$ cat config.mk
export PLATFORM = sky130hd
export DESIGN_NAME = cache_blk_filter
export DESIGN_NICKNAME = d
export VERILOG_FILES = /design/src/rtl/cbf_pkg.sv /design/src/rtl/cbf_en_reg.sv /design/src/rtl/cbf_decide.sv /design/src/rtl/cbf_fwd.sv /design/src/rtl/cbf_log.sv /design/src/rtl/cache_blk_filter.sv
export SDC_FILE = /design/constraint.sdc
export NUM_CORES = 1
export LEC_CHECK = 0
export CORE_MARGIN = 5
export CORE_UTILIZATION = 60
export CTS_BUF_LIST = sky130_fd_sc_hd__clkbuf_2
export CTS_CLUSTER_SIZE = 24
export DETAILED_ROUTE_END_ITERATION = 8
export DONT_BUFFER_PORTS = 1
export MAX_ROUTING_LAYER = met4
export PLACE_DENSITY = 0.86
export SYNTH_ARGS = -nofsm -noshare
export SYNTH_HDL_FRONTEND = slang
export SYNTH_HIERARCHICAL = 1
export SYNTH_SLANG_ARGS = --single-unit
$ cat constraint.sdc
create_clock -name clk -period 3.3 [get_ports clk]
set_clock_uncertainty 0.05 [all_clocks]
set_input_delay 0.165 -clock clk [delete_from_list [all_inputs] [get_ports clk]]
set_output_delay 0.165 -clock clk [all_outputs]
set_load 0.1 [all_outputs]
$ cat src/rtl/cbf_pkg.sv
package cbf_pkg;
   typedef enum logic [1:0] {
      RC_DATA_OK = 2'b00,
      RC_BUS_ERR = 2'b11
   } rsp_code_e;
endpackage

$ cat src/rtl/cbf_en_reg.sv
module cbf_en_reg #(
   parameter int NREGION = 8
) (
   input  logic               clk,
   input  logic               rst_n,
   input  logic               cfg_we,
   input  logic [NREGION-1:0] cfg_blk_en,
   output logic [NREGION-1:0] en_q
);
   for (genvar g = 0; g < NREGION; g++) begin : g_bit
      always_ff @(posedge clk) begin
         if (!rst_n)      en_q[g] <= 1'b0;
         else if (cfg_we) en_q[g] <= cfg_blk_en[g];
      end
   end
endmodule

$ cat src/rtl/cbf_decide.sv
module cbf_decide #(
   parameter int RGN_W = 3,
   localparam int NPAD = 1 << RGN_W
) (
   input  logic             req_valid,
   input  logic             req_cacheable,
   input  logic [RGN_W-1:0] req_region,
   input  logic [NPAD-1:0]  en_pad,
   output logic             blocked,
   output logic             passed
);
   logic hit;
   always_comb begin
      hit     = req_cacheable && en_pad[req_region];
      blocked = req_valid && hit;
      passed  = req_valid && !hit;
   end
endmodule

$ cat src/rtl/cbf_fwd.sv
module cbf_fwd
   import cbf_pkg::*;
#(
   parameter int          ADDR_W    = 40,
   parameter int          DATA_W    = 32,
   parameter int          RGN_W     = 3,
   parameter logic [DATA_W-1:0] FILL_DATA = '0
) (
   input  logic              clk,
   input  logic              rst_n,
   input  logic              blocked,
   input  logic              passed,
   input  logic              req_write,
   input  logic [ADDR_W-1:0] req_addr,
   input  logic [RGN_W-1:0]  req_region,
   input  logic [DATA_W-1:0] req_wdata,
   output logic              bus_valid,
   output logic              bus_write,
   output logic [ADDR_W-1:0] bus_addr,
   output logic [RGN_W-1:0]  bus_region,
   output logic [DATA_W-1:0] bus_wdata,
   output logic              blk_rsp_valid,
   output logic              blk_rsp_write,
   output logic [1:0]        blk_rsp_code,
   output logic [DATA_W-1:0] blk_rsp_data
);
   always_ff @(posedge clk) begin
      if (!rst_n) begin
         bus_valid  <= 1'b0;
         bus_write  <= 1'b0;
         bus_addr   <= '0;
         bus_region <= '0;
         bus_wdata  <= '0;
      end else begin
         bus_valid <= passed;
         if (passed) begin
            bus_write  <= req_write;
            bus_addr   <= req_addr;
            bus_region <= req_region;
            bus_wdata  <= req_wdata;
         end
      end
   end

   rsp_code_e code_q;
   always_ff @(posedge clk) begin
      if (!rst_n) begin
         blk_rsp_valid <= 1'b0;
         blk_rsp_write <= 1'b0;
         blk_rsp_data  <= '0;
         code_q        <= RC_DATA_OK;
      end else begin
         blk_rsp_valid <= blocked;
         if (blocked) begin
            blk_rsp_write <= req_write;
            blk_rsp_data  <= req_write ? '0 : FILL_DATA;
            code_q        <= RC_DATA_OK;
         end
      end
   end
   assign blk_rsp_code = code_q;
endmodule

$ cat src/rtl/cbf_log.sv
module cbf_log #(
   parameter int ADDR_W = 40,
   parameter int REG_W  = 32
) (
   input  logic              clk,
   input  logic              rst_n,
   input  logic              blocked,
   input  logic              stat_rd,
   input  logic              err_lock,
   input  logic [ADDR_W-1:0] req_addr,
   output logic              stat_blk,
   output logic [REG_W-1:0]  log_lo,
   output logic [REG_W-1:0]  log_hi
);
   logic [REG_W-1:0] lo_part, hi_part;

   if (ADDR_W >= REG_W) begin : g_lo_slice
      assign lo_part = req_addr[REG_W-1:0];
   end else begin : g_lo_ext
      assign lo_part = REG_W'(req_addr);
   end

   if (ADDR_W > REG_W) begin : g_hi_slice
      assign hi_part = REG_W'(req_addr[ADDR_W-1:REG_W]);
   end else begin : g_hi_zero
      assign hi_part = '0;
   end

   always_ff @(posedge clk) begin
      if (!rst_n)       stat_blk <= 1'b0;
      else if (blocked) stat_blk <= 1'b1;
      else if (stat_rd) stat_blk <= 1'b0;
   end

   always_ff @(posedge clk) begin
      if (!rst_n) begin
         log_lo <= '0;
         log_hi <= '0;
      end else if (blocked && !err_lock) begin
         log_lo <= lo_part;
         log_hi <= hi_part;
      end
   end
endmodule

$ cat src/rtl/cache_blk_filter.sv
module cache_blk_filter #(
   parameter int                ADDR_W    = 40,
   parameter int                DATA_W    = 32,
   parameter int                REG_W     = 32,
   parameter int                NREGION   = 8,
   parameter int                RGN_W     = 3,
   parameter logic [DATA_W-1:0] FILL_DATA = 32'hDEAD_BEEF
) (
   input  logic               clk,
   input  logic               rst_n,
   input  logic               cfg_we,
   input  logic [NREGION-1:0] cfg_blk_en,
   input  logic               req_valid,
   input  logic               req_write,
   input  logic               req_cacheable,
   input  logic [ADDR_W-1:0]  req_addr,
   input  logic [RGN_W-1:0]   req_region,
   input  logic [DATA_W-1:0]  req_wdata,
   input  logic               stat_rd,
   input  logic               err_lock,
   output logic               bus_valid,
   output logic               bus_write,
   output logic [ADDR_W-1:0]  bus_addr,
   output logic [RGN_W-1:0]   bus_region,
   output logic [DATA_W-1:0]  bus_wdata,
   output logic               blk_rsp_valid,
   output logic               blk_rsp_write,
   output logic [1:0]         blk_rsp_code,
   output logic [DATA_W-1:0]  blk_rsp_data,
   output logic               stat_blk,
   output logic [REG_W-1:0]   log_lo,
   output logic [REG_W-1:0]   log_hi
);
   localparam int NPAD = 1 << RGN_W;

   if (NREGION < 1 || NREGION > NPAD) begin : g_bad_rgn
      $error("NREGION must lie in 1..2**RGN_W");
   end
   if (ADDR_W > 2 * REG_W || ADDR_W < 1) begin : g_bad_addr
      $error("ADDR_W must fit in two log registers");
   end
   if (RGN_W < 1 || RGN_W > 8) begin : g_bad_rw
      $error("RGN_W out of range");
   end

   logic [NREGION-1:0] blk_en_q;
   logic [NPAD-1:0]    en_pad;
   logic               blocked, passed;

   cbf_en_reg #(.NREGION(NREGION)) u_en (
      .clk(clk), .rst_n(rst_n), .cfg_we(cfg_we),
      .cfg_blk_en(cfg_blk_en), .en_q(blk_en_q));

   if (NREGION == NPAD) begin : g_full
      assign en_pad = blk_en_q;
   end else begin : g_pad
      assign en_pad = {{(NPAD-NREGION){1'b0}}, blk_en_q};
   end

   cbf_decide #(.RGN_W(RGN_W)) u_dec (
      .req_valid(req_valid), .req_cacheable(req_cacheable),
      .req_region(req_region), .en_pad(en_pad),
      .blocked(blocked), .passed(passed));

   cbf_fwd #(.ADDR_W(ADDR_W), .DATA_W(DATA_W), .RGN_W(RGN_W),
             .FILL_DATA(FILL_DATA)) u_fwd (
      .clk(clk), .rst_n(rst_n), .blocked(blocked), .passed(passed),
      .req_write(req_write), .req_addr(req_addr),
      .req_region(req_region), .req_wdata(req_wdata),
      .bus_valid(bus_valid), .bus_write(bus_write), .bus_addr(bus_addr),
      .bus_region(bus_region), .bus_wdata(bus_wdata),
      .blk_rsp_valid(blk_rsp_valid), .blk_rsp_write(blk_rsp_write),
      .blk_rsp_code(blk_rsp_code), .blk_rsp_data(blk_rsp_data));

   cbf_log #(.ADDR_W(ADDR_W), .REG_W(REG_W)) u_log (
      .clk(clk), .rst_n(rst_n), .blocked(blocked), .stat_rd(stat_rd),
      .err_lock(err_lock), .req_addr(req_addr),
      .stat_blk(stat_blk), .log_lo(log_lo), .log_hi(log_hi));
endmodule

==> results_dict.tcl, run 1 <==
set metrics [dict create \
    status "aborted with a tool error" \
    lastStage "clock tree synthesis" \
    error_line "[ERROR RSZ-0060] Max buffer count reached." \
    cts_setup_buffers 0 \
    h-tree-depth 4 \
    synthFlopType "dfxtp_1" \
    pin_count 269 \
    yosys.area_share.simple 0.164 \
    synth_top_family_by_area "multiplexers" \
    synth.most_common_cell "dfxtp_1" \
    rows 35 \
    synth_area_sq_um 5540 \
    placed_cells 587 \
    syn_inst 526 \
    synthTopCellsByArea "dfxtp_1 (47%), mux2i_1 (23%), nor2b_1 (9.7%)" \
    holdBufCountCts 124 \
    cts_buffers 17 \
    cts_buffer_depth 2 \
    ys_warn_count 6 \
    synth_compound_area_frac 0.00564 \
    synthMuxAreaShare 0.234 \
    synth_common_cells "dfxtp_1 (129), mux2i_1 (125), nor2b_1 (86)" \
    async_reset_ff_frac 0 \
    cts_resized 0 \
    avgSynthCellArea_sq_um 10.5 \
    place.gp.congestion 0.774 \
    port_buffers 0 \
    synthXorXnorAreaFrac 0 \
    dp_hpwl_microns 7820 \
    root_buffer "clkbuf_2" \
    synth.largest_area_cell "dfxtp_1" \
    synth_fa_ha_area_frac 0 \
    initial_utilization 0.609 \
    dp_slack_ns 0.858 \
    synthDistinctLibCells 23 \
    cts_sinks 129 \
    yosys.area.top_type_share 0.466 \
    die_h_microns 106 \
    seq_area_frac_synth 0.466 \
    ys_seq_elements 129 \
    synth-edff-count 0 \
    die_x_microns 106 \
]
==> cells by family after synthesis <==
group | after synthesis
and+or+nand+nor | 174
DFF | 129
muxes | 128
buffers and inverters | 89
AOI/OAI and AO/OA | 4
other | 2
==> stage by stage <==
step           area [sq um]  hold WS (ns)
3_5_place_dp           5200         0.262
2_1_floorplan          5660         0.243
3_3_place_gp           5200         0.253
==> run 2, diff against run 1 <==
--- a/config.mk
+++ b/config.mk
@@ -6,13 +6,10 @@
 export NUM_CORES = 1
 export LEC_CHECK = 0
 export CORE_MARGIN = 5
-export CORE_UTILIZATION = 60
-export CTS_BUF_LIST = sky130_fd_sc_hd__clkbuf_2
-export CTS_CLUSTER_SIZE = 24
+export CORE_UTILIZATION = 40
 export DETAILED_ROUTE_END_ITERATION = 8
 export DONT_BUFFER_PORTS = 1
-export MAX_ROUTING_LAYER = met4
-export PLACE_DENSITY = 0.86
+export PLACE_DENSITY_LB_ADDON = 0.15
 export SYNTH_ARGS = -nofsm -noshare
 export SYNTH_HDL_FRONTEND = slang
 export SYNTH_HIERARCHICAL = 1
==> results_dict.tcl, run 2 <==
set metrics [dict create \
    largest_reg_flops 40 \
    fin_setup_tns_ns 0 \
    synth-edff-count 0 \
    period_share 0.901 \
    cp.arrival_ns 3.22 \
    fin_nets 695 \
    ir_drop_v 0.000320 \
    critical_path.slowest_cell "dlygate4sd3_1" \
    cts_buffers 17 \
    nFillCells 1232 \
    holdBufCountCts 104 \
    hold_path_end "u_log/log_lo[17]" \
    r2r_start "u_en/en_q[7]" \
    place.gp.congestion 0.784 \
    avgViaCountPerCell 4.63 \
    port_buffers 0 \
    placed_cells 661 \
    avgSynthCellArea_sq_um 10.5 \
    cts_sinks 129 \
    fin_crit_ns 2.97 \
    total_power_mw 4.72 \
    cts_buffer_depth 2 \
    antenna_found_initial 0 \
    drcViolationCount 0 \
    mostFrequentLayoutCells "dfxtp_1 (128), mux2i_1 (125), dlygate4sd3_1 (103)" \
    yosys.area.top_type_share 0.466 \
    setup_violations 0 \
    r2r_setup_slack_ns 0.33 \
    rows 43 \
    finalInstanceArea_sq_um 6990 \
    top_regs "u_fwd/bus_addr (40), u_fwd/bus_wdata (32), u_log/log_lo (32)" \
    areaGrowthSynthToFinish_pct 26.1 \
    synthFlopType "dfxtp_1" \
    synth.largest_area_cell "dfxtp_1" \
    pwr_density_cell_nw_per_um2 676 \
    synthTopCellsByArea "dfxtp_1 (47%), mux2i_1 (23%), nor2b_1 (9.7%)" \
    die_x_microns 128 \
    async_reset_ff_frac 0 \
    crit_cells 7 \
    path_buf_inv 2 \
    antenna_cells 0 \
    drv_cap 0 \
    layout_commonest_cell "dfxtp_1" \
    slowest_delay_ns 0.55 \
    die_area_sq_um 16300 \
    cts_resized 0 \
    core_sq_um 13700 \
    synth.most_common_cell "dfxtp_1" \
    crit_path_start_kind "flip-flop" \
    root_buffer "clkbuf_16" \
    cts_tree "built" \
    critPathMaxFanout 45 \
    final_cell_count_no_fill 797 \
    grt_pass1_vias 3978 \
    cts_setup_buffers 0 \
    grt_pass1_wl_microns 20500 \
    ys_seq_elements 129 \
    max-slew-margin-rel 0.323 \
    drive_gt1_frac 0.0859 \
    initial_utilization 0.404 \
    hold_path.class "in -> reg" \
    place_area_sq_um 5320 \
    pin_count 269 \
    grt_usage 0.159 \
    slew_viol_final 0 \
    p_leak_nw 2.82 \
    worstMarginPinSlew_ns 1.01 \
    h-tree-depth 4 \
    drtIter0Drc 122 \
    whs_ns 0.154 \
    ys_warn_count 6 \
    clk_latency_ns 0.41 \
    grt_setup_unrepaired "false" \
    cp-end-kind "flip-flop" \
    path_cells "mux4_2 -> nor2b_2 -> o31a_2 -> buf_12 -> mux2i_1 -> nor2b_1 -> dlygate4sd3_1" \
    vias 3694 \
    seq_area_frac_synth 0.466 \
    synth_common_cells "dfxtp_1 (129), mux2i_1 (125), nor2b_1 (86)" \
    status "finished, final reports clean" \
    drtPass1Iterations 5 \
    syn_inst 526 \
    grt_max_degree 160 \
    r2r-end "u_fwd/bus_wdata[10]" \
    cts.clk_slew.worst_paths_ns 0.06 \
    crit_family "buffers and inverters" \
    min_from "err_lock" \
    cp.required_ns 3.54 \
    crit_type "reg -> reg" \
    whs_path_depth 3 \
    ff2ff_path_depth 7 \
    wl_microns 13100 \
    wl_per_cell_microns 16.4 \
    final-hold-violation-count 0 \
    largest_register "u_fwd/bus_addr" \
    synthDistinctLibCells 23 \
    die_h_microns 128 \
    antenna_left 0 \
    gr-total-overflow 0 \
    synth_area_sq_um 5540 \
    fmax_mhz 336 \
    dp_hpwl_microns 8500 \
]
==> run 2: cell counts after synthesis <==
Identical to the previous run, type by type.
==> run 2: metrics by stage <==
stage | worst slack (ns) | util
detailed placement | 0.914 | 0.388
finish | 0.327 | 0.510
CTS | 0.393 | 0.510
floorplan | 1.32 | -
global route | 0.167 | 0.510
global placement | 0.959 | 0.388
==> run 2: cells by family (layout without fill, tap and decap cells) <==
kind of cell	count (synthesis)	after routing	share of synthesized area
muxes	128	128	0.234
other	2	34	0.00135
and+or+nand+nor	174	174	0.164
DFF	129	129	0.466
buffers and inverters	89	148	0.130
AOI/OAI and AO/OA	4	4	0.00564
==> run 2: cell type report <==
| cell class | count | area (sq um) | share of cell area |
|---|---|---|---|
| flip-flops and latches | 129 | 2590 | 0.370 |
| repair buffers | 116 | 1210 | 0.173 |
| multi-input cells | 340 | 2360 | 0.338 |
| clock inverters | 9 | 101 | 0.0145 |
| well taps | 180 | 225 | 0.0322 |
| clock buffers | 23 | 508 | 0.0727 |
==> run 2: worst min-delay path: stages <==
cell     delay, ns
nor2b_4       0.02
buf_4         0.23
mux2i_1       0.15
==> run 2: routing by layer <==
metal | wire, microns | track usage | vias to the layer above
met5 | 0 | 0 | -
met4 | 295 | 0.0649 | 0
met3 | 1470 | 0.0863 | 24
met2 | 6430 | 0.270 | 164
met1 | 4870 | 0.164 | 1730
li1 | - | - | 1776
==> run 2: where the power goes <==
part | leakage (nW) | switching, mW | internal (mW)
clock | 0.301 | 0.659 | 1.23
combinational | 1.46 | 0.413 | 0.217
sequential | 1.06 | 0.571 | 1.64
==> run 2: worst max-delay path by stage <==
| stage | endpoint | from | slack [ns] |
|---|---|---|---|
| 2_1_floorplan | blk_rsp_data[10] | u_fwd/blk_rsp_data[30] | 1.32 |
| 3_5_place_dp | u_fwd/bus_addr[13] | u_en/en_q[7] | 0.91 |
| 3_3_place_gp | u_fwd/bus_addr[7] | u_en/en_q[7] | 0.96 |
| 6_report | u_fwd/bus_wdata[10] | u_en/en_q[7] | 0.33 |
| 4_1_cts | u_fwd/bus_wdata[10] | u_en/en_q[7] | 0.39 |
| 5_1_grt | u_fwd/bus_wdata[10] | u_en/en_q[7] | 0.17 |
No activity file was read; power rests on OpenSTA's default activity.
